**config.mk**
```make
export PLATFORM = sky130hd
export DESIGN_NAME = pio_dev_select
export DESIGN_NICKNAME = d
export VERILOG_FILES = /design/src/rtl/pio_dev_pkg.sv /design/src/rtl/pio_code_match.sv /design/src/rtl/pio_ready_flag.sv /design/src/rtl/pio_out_latch.sv /design/src/rtl/pio_dev_select.sv
export SDC_FILE = /design/constraint.sdc
export NUM_CORES = 1
export LEC_CHECK = 0
export BUFFER_PORTS_ARGS = -buffer_cell sky130_fd_sc_hd__buf_2
export CORE_MARGIN = 2
export CORE_UTILIZATION = 34
export CTS_CLUSTER_SIZE = 16
export DETAILED_ROUTE_END_ITERATION = 10
export PLACE_DENSITY = 0.83
export SETUP_SLACK_MARGIN = 0.1
export SKIP_LAST_GASP = 1
export SYNTH_ARGS = -nofsm -noshare
export SYNTH_HDL_FRONTEND = slang
export SYNTH_SLANG_ARGS = --single-unit
```
**constraint.sdc**
```tcl
create_clock -name clk -period 2.2 [get_ports clk]
set_clock_uncertainty 0.1 [all_clocks]
set_input_delay 0.66 -clock clk [delete_from_list [all_inputs] [get_ports clk]]
set_output_delay 0.66 -clock clk [all_outputs]
set_load 0.02 [all_outputs]
```
**src/rtl/pio_dev_pkg.sv**
```systemverilog
package pio_dev_pkg;
  localparam int unsigned CODE_W  = 6;
  localparam int unsigned NUM_CMD = 3;
  localparam int unsigned AC_W    = 12;

  typedef logic [NUM_CMD-1:0] cmd_vec_t;
  typedef logic [CODE_W-1:0]  code_t;
  typedef logic [AC_W-1:0]    acc_word_t;

  // index of each command pulse inside a cmd_vec_t
  localparam int unsigned SLOT_IOT1 = 0;
  localparam int unsigned SLOT_IOT2 = 1;
  localparam int unsigned SLOT_IOT4 = 2;
endpackage

```
**src/rtl/pio_code_match.sv**
```systemverilog
module pio_code_match
  import pio_dev_pkg::*;
#(
  parameter code_t DEV_CODE = 6'o34
) (
  input  code_t    sel_code,
  input  cmd_vec_t iop,
  output logic     hit,
  output cmd_vec_t cmd
);
  assign hit = (sel_code == DEV_CODE);

  for (genvar g = 0; g < NUM_CMD; g++) begin : g_pulse
    assign cmd[g] = hit & iop[g];
  end
endmodule

```
**src/rtl/pio_ready_flag.sv**
```systemverilog
module pio_ready_flag (
  input  logic clk,
  input  logic rst_n,
  input  logic set_i,
  input  logic clr_i,
  output logic flag_o
);
  always_ff @(posedge clk or negedge rst_n) begin
    if (!rst_n)      flag_o <= 1'b0;
    else if (set_i)  flag_o <= 1'b1;
    else if (clr_i)  flag_o <= 1'b0;
  end
endmodule

```
**src/rtl/pio_out_latch.sv**
```systemverilog
module pio_out_latch #(
  parameter int unsigned W = 12
) (
  input  logic         clk,
  input  logic         rst_n,
  input  logic         load_i,
  input  logic [W-1:0] d_i,
  output logic [W-1:0] q_o
);
  always_ff @(posedge clk or negedge rst_n) begin
    if (!rst_n)       q_o <= '0;
    else if (load_i)  q_o <= d_i;
  end
endmodule

```
**src/rtl/pio_dev_select.sv**
```systemverilog
module pio_dev_select
  import pio_dev_pkg::*;
#(
  parameter logic [5:0]  DEV_CODE       = 6'o34,
  parameter int unsigned IN_W           = 12,
  parameter int unsigned OUT_W          = 12,
  parameter int unsigned SKIP_CMD       = SLOT_IOT1,
  parameter int unsigned XFER_CMD       = SLOT_IOT2,
  parameter int unsigned START_CMD      = SLOT_IOT4,
  parameter bit          CLEAR_AC_ON_IN = 1'b1
) (
  input  logic             clk,
  input  logic             rst_n,
  input  logic [5:0]       sel_code,
  input  logic [2:0]       iop,
  input  logic [11:0]      acc_out,
  input  logic [IN_W-1:0]  in_word,
  input  logic             dev_done,
  output logic             sel_hit,
  output logic [2:0]       cmd,
  output logic             skip_req,
  output logic             irq_req,
  output logic [11:0]      acc_in_bus,
  output logic             acc_clr_req,
  output logic [OUT_W-1:0] out_reg,
  output logic             dev_start
);
  logic ready;
  logic xfer;

  pio_code_match #(.DEV_CODE(DEV_CODE)) u_match (
    .sel_code (sel_code),
    .iop      (iop),
    .hit      (sel_hit),
    .cmd      (cmd)
  );

  assign xfer = cmd[XFER_CMD];

  pio_ready_flag u_flag (
    .clk    (clk),
    .rst_n  (rst_n),
    .set_i  (dev_done),
    .clr_i  (xfer),
    .flag_o (ready)
  );

  pio_out_latch #(.W(OUT_W)) u_out (
    .clk    (clk),
    .rst_n  (rst_n),
    .load_i (xfer),
    .d_i    (acc_out[OUT_W-1:0]),
    .q_o    (out_reg)
  );

  assign skip_req  = cmd[SKIP_CMD] & ready;
  assign irq_req   = ready;
  assign dev_start = cmd[START_CMD];

  // OR-style bus contribution: only set bits of the input word are driven
  for (genvar b = 0; b < AC_W; b++) begin : g_acc_in
    if (b < IN_W) begin : g_data
      assign acc_in_bus[b] = xfer & in_word[b];
    end else begin : g_pad
      assign acc_in_bus[b] = 1'b0;
    end
  end

  if (CLEAR_AC_ON_IN) begin : g_clr
    assign acc_clr_req = xfer;
  end else begin : g_noclr
    assign acc_clr_req = 1'b0;
  end
endmodule

```
==> results of run 1 <==
==> sequential cells by signal, indices dropped and copies added (netlist names) <==
name,cells
u_out.q_o,12
u_flag.flag_o,1
==> cell type report <==
type	count	area share [%]
multi-input combinational	34	30.7
timing repair buffer	69	37.3
clock buffer	4	2.18
sequential	13	27.0
tap	27	2.80
==> logic make-up (layout without fill, tap and decap cells) <==
group / Yosys count / after routing / synth area share [%]
muxes: 12 / 12 / 25.0
AOI/OAI and AO/OA: 1 / 1 / 1.11
buffers and inverters: 4 / 73 / 4.62
DFF: 13 / 13 / 48.1
and+or+nand+nor: 20 / 21 / 21.3
==> power by group <==
group | internal, mW | leakage [nW] | switching [mW] | total (mW)
combinational | 0.0839 | 0.521 | 0.0765 | 0.160
sequential | 0.268 | 0.168 | 0.0157 | 0.284
clock | 0.0700 | 0.0150 | 0.0703 | 0.140
total | 0.422 | 0.704 | 0.163 | 0.585
==> worst max-delay path: stages <==
cell      delay (ps)
buf_6             90
and4bb_2         340
and3_4           240
and2_4           150
buf_6            110
==> metrics by stage <==
| step | TNS, ps | util [%] | power [mW] | hold WS [ps] | setup WS, ps |
|---|---|---|---|---|---|
| 2_1_floorplan | -691 | - | 0.371 | 264 | -69.3 |
| 3_3_place_gp | -2180 | 55.4 | 0.440 | 372 | -162 |
| 3_5_place_dp | -2730 | 55.4 | 0.445 | 393 | -199 |
| 4_1_cts | -2010 | 62.8 | 0.592 | 162 | -132 |
| 5_1_grt | -2520 | 62.8 | 0.613 | 175 | -164 |
| 6_report | -2070 | 62.8 | 0.585 | 157 | -138 |
==> layer usage <==
layer  track usage (%)  wire length (um)
met4              5.71                 0
met3              5.25               249
met2              27.6               876
met1              16.4               676
met5                 0                 0
==> worst max path at each step <==
| stage | from | to | slack (ps) | cells after the start |
|---|---|---|---|---|
| 6_report | sel_code[0] | acc_in_bus[1] | -140 | 5 |
| 5_1_grt | sel_code[0] | acc_in_bus[1] | -160 | 5 |
| 4_1_cts | sel_code[0] | acc_in_bus[0] | -130 | 5 |
| 3_5_place_dp | sel_code[1] | acc_in_bus[0] | -200 | 5 |
| 3_3_place_gp | sel_code[1] | acc_in_bus[2] | -160 | 5 |
| 2_1_floorplan | sel_code[1] | acc_in_bus[10] | -70 | 4 |
==> layout by cell type, fill, tap and decap left out <==
cell      netlist  layout
buf_6           1      14
and2_4          0      12
and3_2          0       2
buf_2           1      48
and2_2          0       1
dfrtp_1        13      13
mux2_4          9       9
a21o_1          1       1
mux2_2          3       3
and4bb_2        1       1
buf_4           2       7
clkbuf_1        0       1
clkbuf_4        0       3
and2b_1         1       1
and3_4          0       2
and2_1         14       1
nand3_4         1       1
==> what timing repair did <==
action,CTS,global route
gates resized for setup,35,0
cloned,1,0
pin swaps,6,0
setup buffers,0,0
endpoints found under the setup margin,19,19
==> results by group, run 1 <==
Placed design
  • GPL Wtd Cong: about 0.7
  • Post-DP HPWL: ~1300 um
  • DP Area: approximately 0.0011 mm2
  • Input/output buffers: 67
  • Post-Place Cells: around 140

Clocking
  • Clk pin slew, worst setup/hold paths: approximately 80 ps
  • CTS Root Cell: clkbuf_4
  • Num CTS Buffers: 3
  • Clock latency on the worst-skew pair: approximately 260 ps
  • Max Root-Sink Buffers: 2
  • CTS H-tree lvls: 1
  • Hold Buf Count CTS: 0
  • CTS tree: done
  • Clock tree sinks: 13

Cells and area
  • Ant diodes: 0
  • Final Cell Area: around 0.0012 mm2
  • Storage cell area: 325 um2
  • Area Overhead vs Synth: 78.2%
  • Multi-input combinational cell area: 370 um2
  • Filler cell count: roughly 150
  • Layout cells sized above 1: roughly 86%
  • Layout Nets: roughly 160
  • Final cell count without fillers: between 100 and 150

Logic synthesis
  • Cells after Synth: 50
  • Ranking of synthesized cells by area: dfrtp_1, mux2_4, and2_1
  • Sequential-to-total area share from yosys stat: 48.1%
  • Syn_area_per_cell: about 14 um2
  • Register bit total from synthesis: 13
  • Syn nets: 86
  • Synth top cells by count: and2_1, dfrtp_1, mux2_4, and3_1, mux2_2
  • Post-synth EDFFs: 0
  • Asr flop ratio synth: 100%
  • Main synth FF type: dfrtp_1
  • Netlist cell types: 12
  • Yosys warning count: 0
  • Share of the synthesized area in the top cell type: 48.1%
  • Most common cell in the netlist: and2_1
  • Area leader, netlist: dfrtp_1
  • Mapped cell area: 677 um2

Drt
  • TritonRoute pass-1 iters: 2
  • Wire per inst: 12.3 um
  • Routed WL: between 1500 and 2000 um
  • 1st-iter DRT viols: 4
  • DRC: 0
  • Routed Antenna Nets: 0
  • Vias per inst: 4.40
  • DR vias: 647

Floorplan
  • Ports: between 60 and 70
  • Die area: about 0.0024 mm2
  • Row cnt: 16
  • Die Span Y: roughly 49 um
  • Initial Util: around a third
  • Core Area: just under 0.002 mm2
  • Die X: between 40 and 50 um

STA
  • Achievable Freq: approximately 0.43 GHz
  • Final Cycle Share: 106%
  • Endpoints failing setup: 18
  • Post-layout min period: approximately 2300 ps
  • PnR worst setup slack: -138 ps
  • Max-slew violation count: 0
  • Count of final hold-check violations: 0
  • Slew @ Worst Pin: 277 ps
  • Unrepaired setup endpoints after global routing: true
  • Relative slew slack: approximately 80%

Setup path
  • Worst R2R End: u_out.q_o[4]
  • Worst EP required: around 1400 ps
  • Worst Setup End Kind: output port
  • Critical path class: input pin to output port
  • Crit start category: input pin
  • R2R depth: 1
  • Crit path max fanout: 7
  • Reg2Reg Setup Slack: 1340 ps
  • Crit path DAT: roughly 1600 ps
  • Reg2reg start: u_out.q_o[4]

Global routing
  • Initial antenna violation count: 0
  • Pin count of the biggest net entering global routing: 14
  • GRT Total Usage: around 15%
  • GR Overflow Total: 0
  • First-pass GRT wire length: approximately 2800 um
  • Vias in the first global route: about 640

Status
  • Status: finished, violations left
  • Violated checks: setup timing

Worst hold path
  • HP Class: input pin to async pin

Power and ir drop
  • Pwr Density: roughly 480 mW/mm2
  • P_leak: approximately 0.70 nW
  • Peak VDD IR: 0.000307 V

Flow run
  • Max Cap Violations: 0
(Power assumes the default switching activity.)
==> run 2, diff against run 1 <==
Settings changed: REMOVE_ABC_BUFFERS set to 1.
==> run 2 against run 1 <==
The flow still finishes with violations (setup timing); critical path depth did not move; wire length increased by 27%; fmax decreased by 1.6%; sequential power barely moved; critical path type unchanged; critical endpoint is now acc_in_bus[0]; largest cell class unchanged; highest routed layer is now met4.
==> results by group, run 2 (synthesis results as in run 1) <==
Status
  • Status: finished, violations left
  • Violated checks: setup timing

STA
  • Relative slew slack: around four fifths
  • Hold slack: 158 ps
  • Unrepaired setup endpoints after global routing: true
  • Post-layout min period: around 2400 ps
  • Achievable Freq: about 0.42 GHz
  • Count of final hold-check violations: 0
  • Final Cycle Share: 108%
  • PnR worst setup slack: -176 ps
  • Slew @ Worst Pin: around 280 ps
  • Endpoints failing setup: 19
  • Max-slew violation count: 0

Global routing
  • First-pass GRT wire length: around 3400 um
  • Vias in the first global route: between 700 and 800
  • GRT Total Usage: approximately a fifth
  • Pin count of the biggest net entering global routing: 14
  • GR Overflow Total: 0
  • Initial antenna violation count: 0

Cells and area
  • Ant diodes: 0
  • Area Overhead vs Synth: 89.1%
  • Final Cell Area: 0.00128 mm2
  • Most frequent cells in the layout: buf_2, buf_6, and2_4, dfrtp_1, mux2_4
  • Final Util: around two thirds
  • Layout Nets: approximately 160
  • Max FFs per register: 12
  • Largest Register: u_out.q_o
  • Commonest non-fill, non-tap cell in the layout: buf_2
  • Layout cells sized above 1: between 80% and 90%
  • Largest registers: u_out.q_o (12), u_flag.flag_o (1)

Drt
  • DR vias: about 700
  • DRC: 0
  • Wire per inst: 15.1 um
  • 1st-iter DRT viols: 5
  • Routed Antenna Nets: 0
  • Vias per inst: approximately 4.6
  • Routed WL: between 2000 and 2500 um
  • TritonRoute pass-1 iters: 3

Floorplan
  • Initial Util: 35.2%
  • Die Span Y: 48.6 um
  • Ports: 68
  • Row cnt: 16
  • Die area: about 0.0024 mm2
  • Die X: 48.6 um
  • Core Area: 0.00192 mm2

Placed design
  • Input/output buffers: 67
  • GPL Wtd Cong: 0.653
  • DP Area: 0.00104 mm2
  • Pre-CTS WS: -285 ps
  • Post-DP HPWL: roughly 1400 um

Setup path
  • Crit path DAT: 1620 ps
  • Crit start category: input pin
  • Crit path max fanout: 7
  • Worst EP required: between 1000 and 1500 ps
  • Worst setup path startpoint: sel_code[0]
  • Worst Setup End Kind: output port
  • Critical path class: input pin to output port
  • Reg2reg start: u_out.q_o[4]

Clocking
  • Clk pin slew, worst setup/hold paths: roughly 70 ps
  • CTS H-tree lvls: 1
  • Num CTS Buffers: 3
  • CTS Root Cell: clkbuf_4
  • Max Root-Sink Buffers: 2
  • Hold Buf Count CTS: 0
  • Clock tree sinks: 13
  • Clock latency on the worst-skew pair: around 270 ps
  • CTS tree: done

Flow run
  • Max Cap Violations: 0

Power and ir drop
  • Peak VDD IR: just under 0.0004 V
  • P_leak: 0.728 nW
  • Pwr Density: between 400 and 500 mW/mm2

Worst hold path
  • HP Class: input pin to async pin
==> run 2: final cells by class <==
class | instances | area (um2)
well taps | 27 | 33.8
flip-flops and latches | 13 | 325
clock buffers | 4 | 26.3
repair buffers | 73 | 515
multi-input cells | 34 | 379
fillers | 154 | 642
==> run 2: layer usage <==
layer | vias up | GRT usage (%) | part of all wire (%)
met2 | 56 | 37.2 | 56
met5 | - | 0 | 0
met1 | 324 | 17.7 | 32
li1 | 317 | - | -
met3 | 2 | 6.17 | 12
met4 | 0 | 5.71 | 0.61
==> run 2: path summary, 6_finish.rpt <==
path	to	slack (ps)	cells after the start
worst max-delay path	acc_in_bus[0]	-180	5
worst min-delay path	u_out.q_o[4]	160	1
worst max register to register	u_out.q_o[4]	1330	1
worst min register to register	u_flag.flag_o	400	1
max in group asynchronous	u_flag.flag_o	1620	1
min in group clk	u_flag.flag_o	400	1
==> run 2: timing repair <==
item,4_1_cts,5_1_grt
pin swaps,11,7
endpoints found under the setup margin,19,19
gates resized for setup,51,8
cloned,1,0
buffers inserted,3,0
==> run 2: where the power goes <==
group          internal (mW)  switching (mW)
Combinational         0.0873          0.0801
Clock                 0.0702          0.0719
Sequential             0.268          0.0156
==> run 2: metrics by stage <==
step	setup TNS [ps]	instances	total power, mW
finish	-2550	151	0.593
global route	-2940	151	0.627
CTS	-1960	151	0.599
detailed placement	-3980	143	0.447
global placement	-3100	143	0.440
floorplan	-5150	46	0.370
==> run 2: critical path, stage by stage <==
cell and delay (ps):
buf_6 90, and4bb_2 340, and3_4 240, and2_4 150, buf_4 140
